$ cat src/rtl/cmp_pkg.sv
package cmp_pkg;
  typedef enum logic [1:0] {
    EDGE_ANY  = 2'b00,
    EDGE_NONE = 2'b01,
    EDGE_FALL = 2'b10,
    EDGE_RISE = 2'b11
  } edge_mode_e;

  localparam int unsigned REG_W   = 8;
  localparam int unsigned B_OFF   = 7;
  localparam int unsigned B_REF   = 6;
  localparam int unsigned B_OUT   = 5;
  localparam int unsigned B_FLAG  = 4;
  localparam int unsigned B_IE    = 3;
  localparam int unsigned B_CAP   = 2;
endpackage

$ cat src/rtl/cmp_sync.sv
module cmp_sync #(
  parameter int unsigned STAGES = 2
) (
  input  logic clk,
  input  logic rst_n,
  input  logic hold,
  input  logic d,
  output logic q
);
  logic [STAGES-1:0] chain;

  generate
    for (genvar i = 0; i < STAGES; i++) begin : g_stage
      if (i == 0) begin : g_first
        always_ff @(posedge clk or negedge rst_n)
          if (!rst_n)     chain[0] <= 1'b0;
          else if (!hold) chain[0] <= d;
      end else begin : g_next
        always_ff @(posedge clk or negedge rst_n)
          if (!rst_n)     chain[i] <= 1'b0;
          else if (!hold) chain[i] <= chain[i-1];
      end
    end
  endgenerate

  assign q = chain[STAGES-1];

  assert_sync_hold_R9: assert property (@(posedge clk) disable iff (!rst_n)
    hold |=> $stable(q));
endmodule

$ cat src/rtl/cmp_edge_det.sv
module cmp_edge_det
  import cmp_pkg::*;
(
  input  logic       clk,
  input  logic       rst_n,
  input  logic       cur,
  input  logic       hold,
  input  edge_mode_e mode,
  output logic       evt
);
  logic prev;

  always_ff @(posedge clk or negedge rst_n)
    if (!rst_n) prev <= 1'b0;
    else        prev <= cur;

  always_comb begin
    evt = 1'b0;
    if (!hold) begin
      unique case (mode)
        EDGE_ANY:  evt = cur ^ prev;
        EDGE_NONE: evt = 1'b0;
        EDGE_FALL: evt = prev & ~cur;
        EDGE_RISE: evt = cur & ~prev;
      endcase
    end
  end

  assert_fall_only_R4: assert property (@(posedge clk) disable iff (!rst_n)
    (mode == EDGE_FALL && evt) |-> !cur);
  assert_rise_only_R4: assert property (@(posedge clk) disable iff (!rst_n)
    (mode == EDGE_RISE && evt) |-> cur);
endmodule

$ cat src/rtl/cmp_ctrl_unit.sv
module cmp_ctrl_unit
  import cmp_pkg::*;
#(
  parameter int unsigned SYNC_STAGES = 2,
  parameter int unsigned CHAN_W      = 3
) (
  input  logic              clk,
  input  logic              rst_n,
  input  logic              reg_wr,
  input  logic [REG_W-1:0]  reg_wdata,
  output logic [REG_W-1:0]  reg_rdata,
  input  logic              cmp_raw,
  input  logic              glb_ie,
  input  logic              irq_ack,
  output logic              irq,
  output logic              cap_trig,
  output logic              pwr_down,
  output logic              pos_sel_ref,
  input  logic              neg_mux_en,
  input  logic              adc_on,
  input  logic [CHAN_W-1:0] neg_sel,
  output logic              neg_use_chan,
  output logic [CHAN_W-1:0] neg_chan
);
  logic       off_q, ref_q, flag_q, ie_q, cap_q;
  edge_mode_e mode_q;
  logic       sync_out, evt;
  logic       clr_req;

  cmp_sync #(.STAGES(SYNC_STAGES)) u_sync (
    .clk(clk), .rst_n(rst_n), .hold(off_q), .d(cmp_raw), .q(sync_out)
  );

  cmp_edge_det u_edge (
    .clk(clk), .rst_n(rst_n), .cur(sync_out), .hold(off_q),
    .mode(mode_q), .evt(evt)
  );

  always_ff @(posedge clk or negedge rst_n)
    if (!rst_n) begin
      off_q  <= 1'b0;
      ref_q  <= 1'b0;
      ie_q   <= 1'b0;
      cap_q  <= 1'b0;
      mode_q <= EDGE_ANY;
    end else if (reg_wr) begin
      off_q  <= reg_wdata[B_OFF];
      ref_q  <= reg_wdata[B_REF];
      ie_q   <= reg_wdata[B_IE];
      cap_q  <= reg_wdata[B_CAP];
      mode_q <= edge_mode_e'(reg_wdata[1:0]);
    end

  assign clr_req = irq_ack | (reg_wr & reg_wdata[B_FLAG]);

  always_ff @(posedge clk or negedge rst_n)
    if (!rst_n)       flag_q <= 1'b0;
    else if (evt)     flag_q <= 1'b1;
    else if (clr_req) flag_q <= 1'b0;

  assign reg_rdata    = {off_q, ref_q, sync_out, flag_q, ie_q, cap_q, mode_q};
  assign irq          = flag_q & ie_q & glb_ie;
  assign cap_trig     = cap_q & sync_out;
  assign pwr_down     = off_q;
  assign pos_sel_ref  = ref_q;
  assign neg_use_chan = neg_mux_en & ~adc_on;
  assign neg_chan     = neg_use_chan ? neg_sel : '0;

  assert_flag_set_R4: assert property (@(posedge clk) disable iff (!rst_n)
    evt |=> reg_rdata[B_FLAG]);
  assert_set_wins_R6: assert property (@(posedge clk) disable iff (!rst_n)
    (evt && irq_ack) |=> flag_q);
  assert_flag_clr_R5: assert property (@(posedge clk) disable iff (!rst_n)
    (!evt && irq_ack) |=> !flag_q);
  assert_flag_keep_R5: assert property (@(posedge clk) disable iff (!rst_n)
    (flag_q && !evt && !irq_ack && !(reg_wr && reg_wdata[B_FLAG])) |=> flag_q);
  assert_no_evt_off_R9: assert property (@(posedge clk) disable iff (!rst_n)
    (off_q && !flag_q && !reg_wr) |=> !flag_q);
endmodule

$ cat config.mk
export PLATFORM = sky130hd
export DESIGN_NAME = cmp_ctrl_unit
export DESIGN_NICKNAME = d
export VERILOG_FILES = /design/src/rtl/cmp_pkg.sv /design/src/rtl/cmp_sync.sv /design/src/rtl/cmp_edge_det.sv /design/src/rtl/cmp_ctrl_unit.sv
export SDC_FILE = /design/constraint.sdc
export NUM_CORES = 1
export LEC_CHECK = 0
export BUFFER_PORTS_ARGS = -buffer_cell sky130_fd_sc_hd__buf_2
export CAP_MARGIN = 40
export CELL_PAD_IN_SITES_DETAIL_PLACEMENT = 0
export CELL_PAD_IN_SITES_GLOBAL_PLACEMENT = 1
export CORE_UTILIZATION = 30
export CTS_CLUSTER_DIAMETER = 120
export DETAILED_ROUTE_END_ITERATION = 16
export GPL_TIMING_DRIVEN = 0
export PLACE_DENSITY = 0.83
export SYNTH_ARGS = -nofsm -noshare
export SYNTH_HDL_FRONTEND = slang
export SYNTH_SLANG_ARGS = --single-unit
$ cat constraint.sdc
create_clock -name clk -period 3.3 [get_ports clk]
set_clock_uncertainty 0.05 [all_clocks]
set_input_delay 0.66 -clock clk [delete_from_list [all_inputs] [get_ports clk]]
set_output_delay 0.66 -clock clk [all_outputs]
set_load 0.1 [all_outputs]
==> metrics.txt, run 1 <==
Final Net Count=a little under 100; via count=around 400; Post-CTS Setup Bufs=0; H-tree levels=1; Placed Cells=a little under 90; Fin Setup TNS=0 ns; 1st-iter DRT viols=0; antenna cell count=0; clk slew on worst S/H paths=~0.060 ns; num rows=14; Hold Buf Count CTS=0; DRT antenna net count=0; Filler Cells Inserted=~150; post-CTS sizing=0; vias in the first global route=between 300 and 400; worst-path maximum fanout=4; Max-slew headroom=0.6759; initial core utilization=0.3268; Root Buffer=clkbuf_4; CTS max path bufs=2; top area cells in the synthesized netlist=dfrtp_1 50%, mux2_2 18%, buf_4 9.0%; Avg Synthesized Cell Area=12.15 sq um; fin crit period=between 2 and 2.5 ns; core footprint=between 1500 and 2000 sq um; router iterations before antenna repair=1; RSZ-0062 raised after global routing=false; post-synthesis sequential area ratio=0.5025; commonest non-fill, non-tap cell in the layout=buf_2; P&R area growth vs syn=41.21%; CTS Buf Count=3; All-Layer GR Usage=0.1010; WL final=approximately 870 microns; Synth Register Bits=10; Compound-Gate Fraction of Synth Area=0.02010; I/O pin count=35; class of the worst hold path=in2async; Critical Path Start Type=input port; Net Count, Synth=62; Hold Vio Cnt, Final=0; post-synthesis cell count=a little over 40; Mapped Area=roughly 500 sq um; DRC=0; initial antenna violation count=0; clk_lat worst skew=around 0.25 ns; largest net degree at the start of global routing=11; Unique masters post-synth=15; Crit. End Element=output pin; post-route clock period utilization=0.6543; Static Leak=approximately 0.39 nW; mux contribution to synthesized area=0.2035; XOR/XNOR Fraction of Synth Area=0; GPL Wtd Cong=0.6690; Die Y=42.74 microns; first-pass GRT wire length=roughly 1.4 mm; Peak VDD IR=roughly 0.31 mV; maxcap violations=0; Port Buffers=32; fmax=463.1 MHz; average vias per placed instance=between 4 and 5; worst-margin pin slew=0.4895 ns; largest family of logic cells by synthesized area=multiplexers; required time of the critical path=about 2.6 ns; Die Wd=~43 microns; Pwr Density=between 600 and 700 nW/um^2; WS Path Type=in2out; Post-Layout Cell Count=just over 90; DIE AREA=1827 sq um; area share of fa/ha/maj cells after synthesis=0.05025; post-synthesis cell type with the largest combined area=dfrtp_1; crit path DAT=roughly 1.5 ns; CTS Sinks=10; Final HPWL DP=a little over 700 microns; Yosys top cell area share=0.5025; share of layout cells above drive strength 1=0.6711; grt total ovfl=0; run status=finished clean; CTS tree=done; wire per inst=9.413 microns; Synth Area in Simple Gates=0.1080; Ys Warns=0; commonest cells after routing, fill and taps aside=33 x buf_2, 10 x dfrtp_1, 8 x mux2_2; final setup fails=0; Pins Over Slew Limit=0
## worst max-delay path: stages
cell     delay (ns)
buf_2          0.10
nor2b_2        0.14
and2_1         0.13
buf_2          0.41
## worst paths after layout
check,from,end,slack [ns],cells past startpoint
min in group clk,u_sync.q,u_edge.prev,0.44,0
hold reg to reg,u_sync.q,u_edge.prev,0.44,0
max in group asynchronous,rst_n,pos_sel_ref,2.81,1
hold / removal,rst_n,u_sync.chain[0],0.20,1
setup / recovery,adc_on,neg_chan[0],1.14,4
setup reg to reg,u_sync.q,flag_q,1.97,5
## per-layer routing
metal	vias to the layer above	track usage	wire [microns]
met5	-	0	0
met4	0	0.07500	0
met3	0	0.01702	87
met2	22	0.1788	421
met1	175	0.1043	357
li1	204	-	-
## cells in the mapped netlist
master,number
dfrtp_1,10
mux2_2,8
buf_4,6
and2_1,4
ha_1,2
inv_1,2
a21oi_1,1
and3_1,1
buf_2,1
mux2_1,1
nand2_1,1
nand3b_1,1
nor2b_1,1
nor3_1,1
o21ai_1,1
## state kept, by name (all words and copies together), names as in the netlist
| register | cells |
|---|---|
| mode_q | 2 |
| cap_q | 1 |
| flag_q | 1 |
| ie_q | 1 |
| pos_sel_ref | 1 |
| pwr_down | 1 |
| u_edge.prev | 1 |
| u_sync.chain | 1 |
| u_sync.q | 1 |
## layout make-up
cell class / count / area, sq um / share of cell area
plain buffers: 7 / 50.05 / 0.07117
clock buffers: 3 / 22.52 / 0.03203
inverters: 2 / 7.507 / 0.01068
multi-input cells: 22 / 192.7 / 0.2740
flip-flops and latches: 10 / 250.2 / 0.3559
well taps: 16 / 20.02 / 0.02847
repair buffers: 32 / 160.2 / 0.2278
## per-stage QoR
stage          area, sq um  total power [mW]  hold slack [ns]  setup slack [ns]    util
2_1_floorplan        500.5            0.3632           0.3144            0.1980       -
3_3_place_gp         680.7            0.3991           0.4228             1.157  0.4466
3_5_place_dp         680.7            0.4019           0.4305             1.137  0.4466
4_1_cts              703.2            0.4825           0.2022             1.136  0.4614
5_1_grt              703.2            0.4968           0.2147             1.099  0.4614
6_report             703.2            0.4759           0.1998             1.141  0.4614
## power by group
group	switching (mW)	internal (mW)	total, mW
clock	0.0372	0.0419	0.0792
combinational	0.185	0.0554	0.241
sequential	0.0153	0.141	0.156
total	0.238	0.238	0.476
## cells by family after synthesis
logic type | Yosys count
flops | 10
buf+inv | 9
compound gates | 2
simple gates | 9
mux | 9
fa+ha+maj | 2
(Power assumes the default switching activity.)
==> run 2: changes to the inputs <==
--- a/config.mk
+++ b/config.mk
@@ -9,11 +9,11 @@
 export CAP_MARGIN = 40
 export CELL_PAD_IN_SITES_DETAIL_PLACEMENT = 0
 export CELL_PAD_IN_SITES_GLOBAL_PLACEMENT = 1
-export CORE_UTILIZATION = 30
+export CORE_UTILIZATION = 25
 export CTS_CLUSTER_DIAMETER = 120
 export DETAILED_ROUTE_END_ITERATION = 16
 export GPL_TIMING_DRIVEN = 0
-export PLACE_DENSITY = 0.83
+export PLACE_DENSITY = 0.74
 export SYNTH_ARGS = -nofsm -noshare
 export SYNTH_HDL_FRONTEND = slang
 export SYNTH_SLANG_ARGS = --single-unit
==> constraint.sdc (replaced) <==
create_clock -name clk -period 1.9 [get_ports clk]
set_clock_uncertainty 0.05 [all_clocks]
set_input_delay 0.38 -clock clk [delete_from_list [all_inputs] [get_ports clk]]
set_output_delay 0.38 -clock clk [all_outputs]
set_load 0.1 [all_outputs]
==> run 2 against run 1 <==
Compared with the run above:
- cell area rose by 4.3%
- largest cell class unchanged
- critical endpoint is now cap_trig
- global-route usage fell by 0.63 points
- clock power rose by 76%
- core utilization fell by 5.4 points
- sequential power rose by 75%
==> metrics.txt, run 2 (synthesized netlist as in run 1, its figures left out) <==
commonest non-fill, non-tap cell in the layout=buf_2; grt total ovfl=0 (unchanged); RSZ-0062 raised after global routing=false; CTS Sinks=10 (unchanged); run status=finished clean; wire per inst=9.078 microns (-3.6%); average vias per placed instance=3.980 (-8.7%); clk slew on worst S/H paths=0.06 ns (about the same); vias in the first global route=362 (+0.84%); commonest cells after routing, fill and taps aside=33 x buf_2, 10 x dfrtp_1, 8 x mux2_2; Final Net Count=100 (+1.0%); Root Buffer=clkbuf_4; router iterations before antenna repair=1 (unchanged); fmax=roughly 590 MHz; All-Layer GR Usage=0.09466 (-0.006314); post-route clock period utilization=0.8887; I/O pin count=35 (unchanged); CTS tree=done; fin crit period=roughly 1.7 ns; post-CTS sizing=0 (unchanged); worst-path maximum fanout=6 (+2); core footprint=1802 sq um (+18%); Hold Vio Cnt, Final=0 (unchanged); DRC=0 (unchanged); met1 WL=375 microns (+5.0%); initial antenna violation count=0 (unchanged); GPL Wtd Cong=0.6488 (-3.0%); Crit. End Element=output pin; 1st-iter DRT viols=0 (unchanged); metal2 WL=454 microns (+7.8%); largest net degree at the start of global routing=11 (unchanged); Pwr Density=1137 nW/um^2 (+68%); Port Buffers=32 (unchanged); Placed Cells=98 (+10%); Hold Buf Count CTS=1 (+1); clk_lat worst skew=0.26 ns (about the same); critical path, cell by cell=and2_1 -> buf_2; worst-margin pin slew=0.4884 ns (-0.001194 ns); DIE AREA=2174 sq um (+19%); maxcap violations=0 (unchanged); Critical Path Start Type=flop; antenna cell count=0 (unchanged); met3 wire length=96 microns (+10%); Peak VDD IR=0.4439 mV (+43%); Fin Setup TNS=0 ns (unchanged); Final HPWL DP=744.8 microns (+4.4%); Worst path max stage delay=0.43 ns (+0.02 ns); Pins Over Slew Limit=0 (unchanged); DRT antenna net count=0 (unchanged); flop2flop setup slack=0.56 ns (-1.41 ns); initial core utilization=0.2764 (-0.05038); CTS max path bufs=2 (unchanged); class of the worst hold path=in2reg; crit path DAT=1.26 ns (-0.19 ns); CP max-delay cell=dfrtp_1; Die Y=46.63 microns (+9.1%); P&R area growth vs syn=47.24%; final hold slack=0.2981 ns (+0.09831 ns); final setup fails=0 (unchanged); Die Wd=46.63 microns (+9.1%); Post-CTS Setup Bufs=0 (unchanged); required time of the critical path=1.47 ns (-1.12 ns); WL final=926 microns (+6.9%); CTS Buf Count=3 (unchanged); Top Layer Used=met3; WS Path Type=reg2out; Largest register FFs=2 (unchanged); share of layout cells above drive strength 1=0.7013 (+0.03025); via count=406 (+1.2%); Post-Layout Cell Count=102 (+11%); Top reg by flops=mode_q; H-tree levels=1 (unchanged); first-pass GRT wire length=1.414 mm (+2.5%); num rows=15 (+1); Static Leak=0.4003 nW (+2.7%); Max-slew headroom=0.6767 (+0.0007910); Design Power=833.7 uW (+75%)
==> run 2: cell types whose count changed in the layout (fill, tap and decap cells not counted) <==
cell	delta
and2_1	-3
and2_2	+3
dlygate4sd3_1	+1
nor2b_2	-1
nor2b_4	+1
==> run 2: area by class of cell <==
type,instances,area (sq um)
inverters,2,7.507
multi-input cells,22,201.4
clock buffers,3,22.52
flip-flops and latches,10,250.2
plain buffers,7,50.05
well taps,25,31.28
fillers,200,1069
repair buffers,33,170.2
==> run 2: final timing paths <==
check,from,to,cells past startpoint
hold reg to reg,u_sync.q,u_edge.prev,0
min in group asynchronous,rst_n,mode_q[0],2
setup reg to reg,u_sync.q,flag_q,5
hold / removal,cmp_raw,u_sync.chain[0],2
max in group asynchronous,rst_n,pos_sel_ref,2
setup / recovery,u_sync.q,cap_trig,2
==> run 2: critical path, delay by kind of cell (launching register included) <==
family                 cells  cell delay, ns
DFF                        1            0.43
buffers and inverters      1            0.42
and+or+nand+nor            1            0.15
==> run 2: through the flow <==
stage          area [sq um]    util  setup slack (ns)
3_3_place_gp          700.7  0.3889            0.3199
6_report              733.2  0.4069            0.2115
2_1_floorplan         509.2       -          -0.03166
3_5_place_dp          700.7  0.3889            0.3124
4_1_cts               733.2  0.4069            0.1981
5_1_grt               733.2  0.4069            0.1505
==> run 2: routing by layer <==
metal,global-route usage,vias to the layer above
met2,0.1667,24
met3,0.01961,0
li1,-,201
met5,0,-
met4,0.06857,0
met1,0.09732,181
==> run 2: power breakdown <==
part | total [mW] | internal [mW] | leakage, nW | switching, mW
logic | 0.422 | 0.0990 | 0.268 | 0.323
registers | 0.273 | 0.245 | 0.118 | 0.0283
clock network | 0.139 | 0.0729 | 0.0138 | 0.0659
total | 0.834 | 0.417 | 0.400 | 0.417
==> run 3: changes to the inputs <==
--- a/config.mk
+++ b/config.mk
@@ -5,14 +5,14 @@
 export SDC_FILE = /design/constraint.sdc
 export NUM_CORES = 1
 export LEC_CHECK = 0
-export BUFFER_PORTS_ARGS = -buffer_cell sky130_fd_sc_hd__buf_2
+export BUFFER_PORTS_ARGS = -buffer_cell sky130_fd_sc_hd__clkbuf_2
 export CAP_MARGIN = 40
 export CELL_PAD_IN_SITES_DETAIL_PLACEMENT = 0
 export CELL_PAD_IN_SITES_GLOBAL_PLACEMENT = 1
 export CORE_UTILIZATION = 25
 export CTS_CLUSTER_DIAMETER = 120
 export DETAILED_ROUTE_END_ITERATION = 16
-export GPL_TIMING_DRIVEN = 0
+export GPL_TIMING_DRIVEN = 1
 export PLACE_DENSITY = 0.74
 export SYNTH_ARGS = -nofsm -noshare
 export SYNTH_HDL_FRONTEND = slang
==> run 3 against run 2 <==
Compared with the run above:
- final cell count shrank 4.9%
- fmax decreased by 3.2%
- clock-buffer cell count grew 1
- wire length increased by 1.7%
- critical path type unchanged
==> metrics.txt, run 3 (synthesized netlist as in run 1, its figures left out) <==
fmax=573.2 MHz (-3.2%); commonest cells after routing, fill and taps aside=30 x clkbuf_2, 10 x dfrtp_1, 8 x mux2_2; required time of the critical path=1.47 ns (about the same); run status=finished clean; initial core utilization=0.2764 (unchanged); I/O pin count=35 (unchanged); Die Y=46.63 microns (unchanged); Worst path max stage delay=0.45 ns (+0.02 ns); Worst R2R Start=u_sync.q; All-Layer GR Usage=0.09782 (+0.003157); Pins Over Slew Limit=0 (unchanged); Worst Min Path Start=reg_wdata[0]; first-pass GRT wire length=1.469 mm (+3.9%); H-tree levels=1 (unchanged); worst-path maximum fanout=6 (unchanged); CTS max path bufs=2 (unchanged); maxcap violations=0 (unchanged); core footprint=1802 sq um (unchanged); Area after DPL=700.7 sq um (unchanged); Top reg by flops=mode_q; Largest register FFs=2 (unchanged); GPL Wtd Cong=0.6218 (-4.2%); Design Power=864.1 uW (+3.7%); class of the worst hold path=in2reg; vias in the first global route=392 (+8.3%); metal2 WL=484 microns (+6.6%); wire per inst=9.711 microns (+7.0%); met3 wire length=98 microns (+2.1%); post-route clock period utilization=0.9181 (+0.02944); WL final=942 microns (+1.7%); crit path DAT=1.31 ns (+0.05 ns); commonest non-fill, non-tap cell in the layout=clkbuf_2; DRT antenna net count=0 (unchanged); Max-slew headroom=0.6373 (-0.03939); clk_lat worst skew=0.26 ns (about the same); Pwr Density=1157 nW/um^2 (+1.7%); clk slew on worst S/H paths=0.07 ns (about the same); initial antenna violation count=0 (unchanged); DIE AREA=2174 sq um (unchanged); Hold Vio Cnt, Final=0 (unchanged); Static Leak=0.3914 nW (-2.2%); Die Wd=46.63 microns (unchanged); CTS Buf Count=3 (unchanged); CTS tree=done; P&R area growth vs syn=50.00%; Root Buffer=clkbuf_4; DRC=0 (unchanged); Peak VDD IR=0.5863 mV (+32%); final setup fails=0 (unchanged); largest net degree at the start of global routing=11 (unchanged); grt total ovfl=0 (unchanged); Final HPWL DP=755.4 microns (+1.4%); 1st-iter DRT viols=0 (unchanged); CP max-delay cell=clkbuf_2; Filler Cells Inserted=190 (-5.0%); RSZ-0062 raised after global routing=false; Final Net Count=94 (-6.0%); critical path, cell by cell=and2_1 -> clkbuf_2; CTS Sinks=10 (unchanged); worst-margin pin slew=0.5464 ns (+0.05806 ns); Worst Path Buf+Inv=1 (unchanged); Crit. End Element=output pin; design area=747.0 sq um (+1.9%); Top Layer Used=met3; via count=411 (+1.2%); Port Buffers=33 (+3.1%); num rows=15 (unchanged); met1 WL=359 microns (-4.3%); Post-CTS Setup Bufs=0 (unchanged); Worst setup startpoint=u_sync.q; fin crit period=1.744 ns (+0.05593 ns); share of layout cells above drive strength 1=0.6806 (-0.02074); WS Path Type=reg2out; Critical Path Start Type=flop; average vias per placed instance=4.237 (+6.4%); antenna cell count=0 (unchanged); Largest delay share family, worst path=buffers and inverters; router iterations before antenna repair=1 (unchanged)
==> run 3: changes by cell type in the layout (fill, tap and decap cells not counted), sizes merged <==
| cell | previous run | this run |
|---|---|---|
| buf | 39 | 3 |
| clkbuf | 3 | 34 |
==> run 3: what timing repair did <==
| action | CTS | global route |
|---|---|---|
| endpoints found under the hold margin | 10 | 0 |
| gates resized for setup | 0 | 0 |
| hold buffers | 1 | 0 |
==> run 3: final timing paths <==
path,to,slack [ns],cells after the start
max in group asynchronous,flag_q,1.13,2
min in group asynchronous,cap_q,0.46,2
min,mode_q[0],0.30,2
max reg2reg,flag_q,0.55,5
max,cap_trig,0.16,2
min reg2reg,u_edge.prev,0.45,0
==> run 3: worst register-to-register path, delay by kind of cell, from the launching register on <==
family / cells / cell delay, ns
muxes: 1 / 0.27
buffers and inverters: 1 / 0.07
adders and majority gates: 1 / 0.19
DFF: 1 / 0.44
AOI/OAI and AO/OA: 2 / 0.21
==> run 3: metrics by stage <==
step | std cells | hold WS [ns] | TNS, ns | worst slack, ns | util
final | 97 | 0.2988 | 0 | 0.1555 | 0.4146
after detailed placement | 92 | 0.2059 | 0 | 0.3985 | 0.3889
after global placement | 92 | 0.2091 | 0 | 0.4095 | 0.3889
after CTS | 97 | 0.2899 | 0 | 0.1370 | 0.4146
after floorplan | 41 | 0.03441 | -0.09497 | -0.03166 | -
after global routing | 97 | 0.2939 | 0 | 0.08840 | 0.4146
==> run 3: final cells by class <==
cell class,instances,area (sq um),share of cell area
inverters,2,7.507,0.01005
well taps,25,31.28,0.04188
repair buffers,34,220.2,0.2948
multi-input cells,22,201.4,0.2697
flip-flops and latches,10,250.2,0.3350
clock buffers,4,36.28,0.04858
==> run 3: metal layers <==
layer,vias to the layer above,global-route usage
met5,-,0
met4,0,0.06857
met3,0,0.01176
met2,24,0.1833
met1,194,0.09709
li1,193,-
==> run 3: power breakdown <==
part	internal (mW)	leakage, nW	total (mW)	switching (mW)
sequential	0.245	0.118	0.274	0.0298
clock	0.116	0.0210	0.185	0.0693
combinational	0.0837	0.252	0.404	0.321
total	0.444	0.391	0.864	0.420
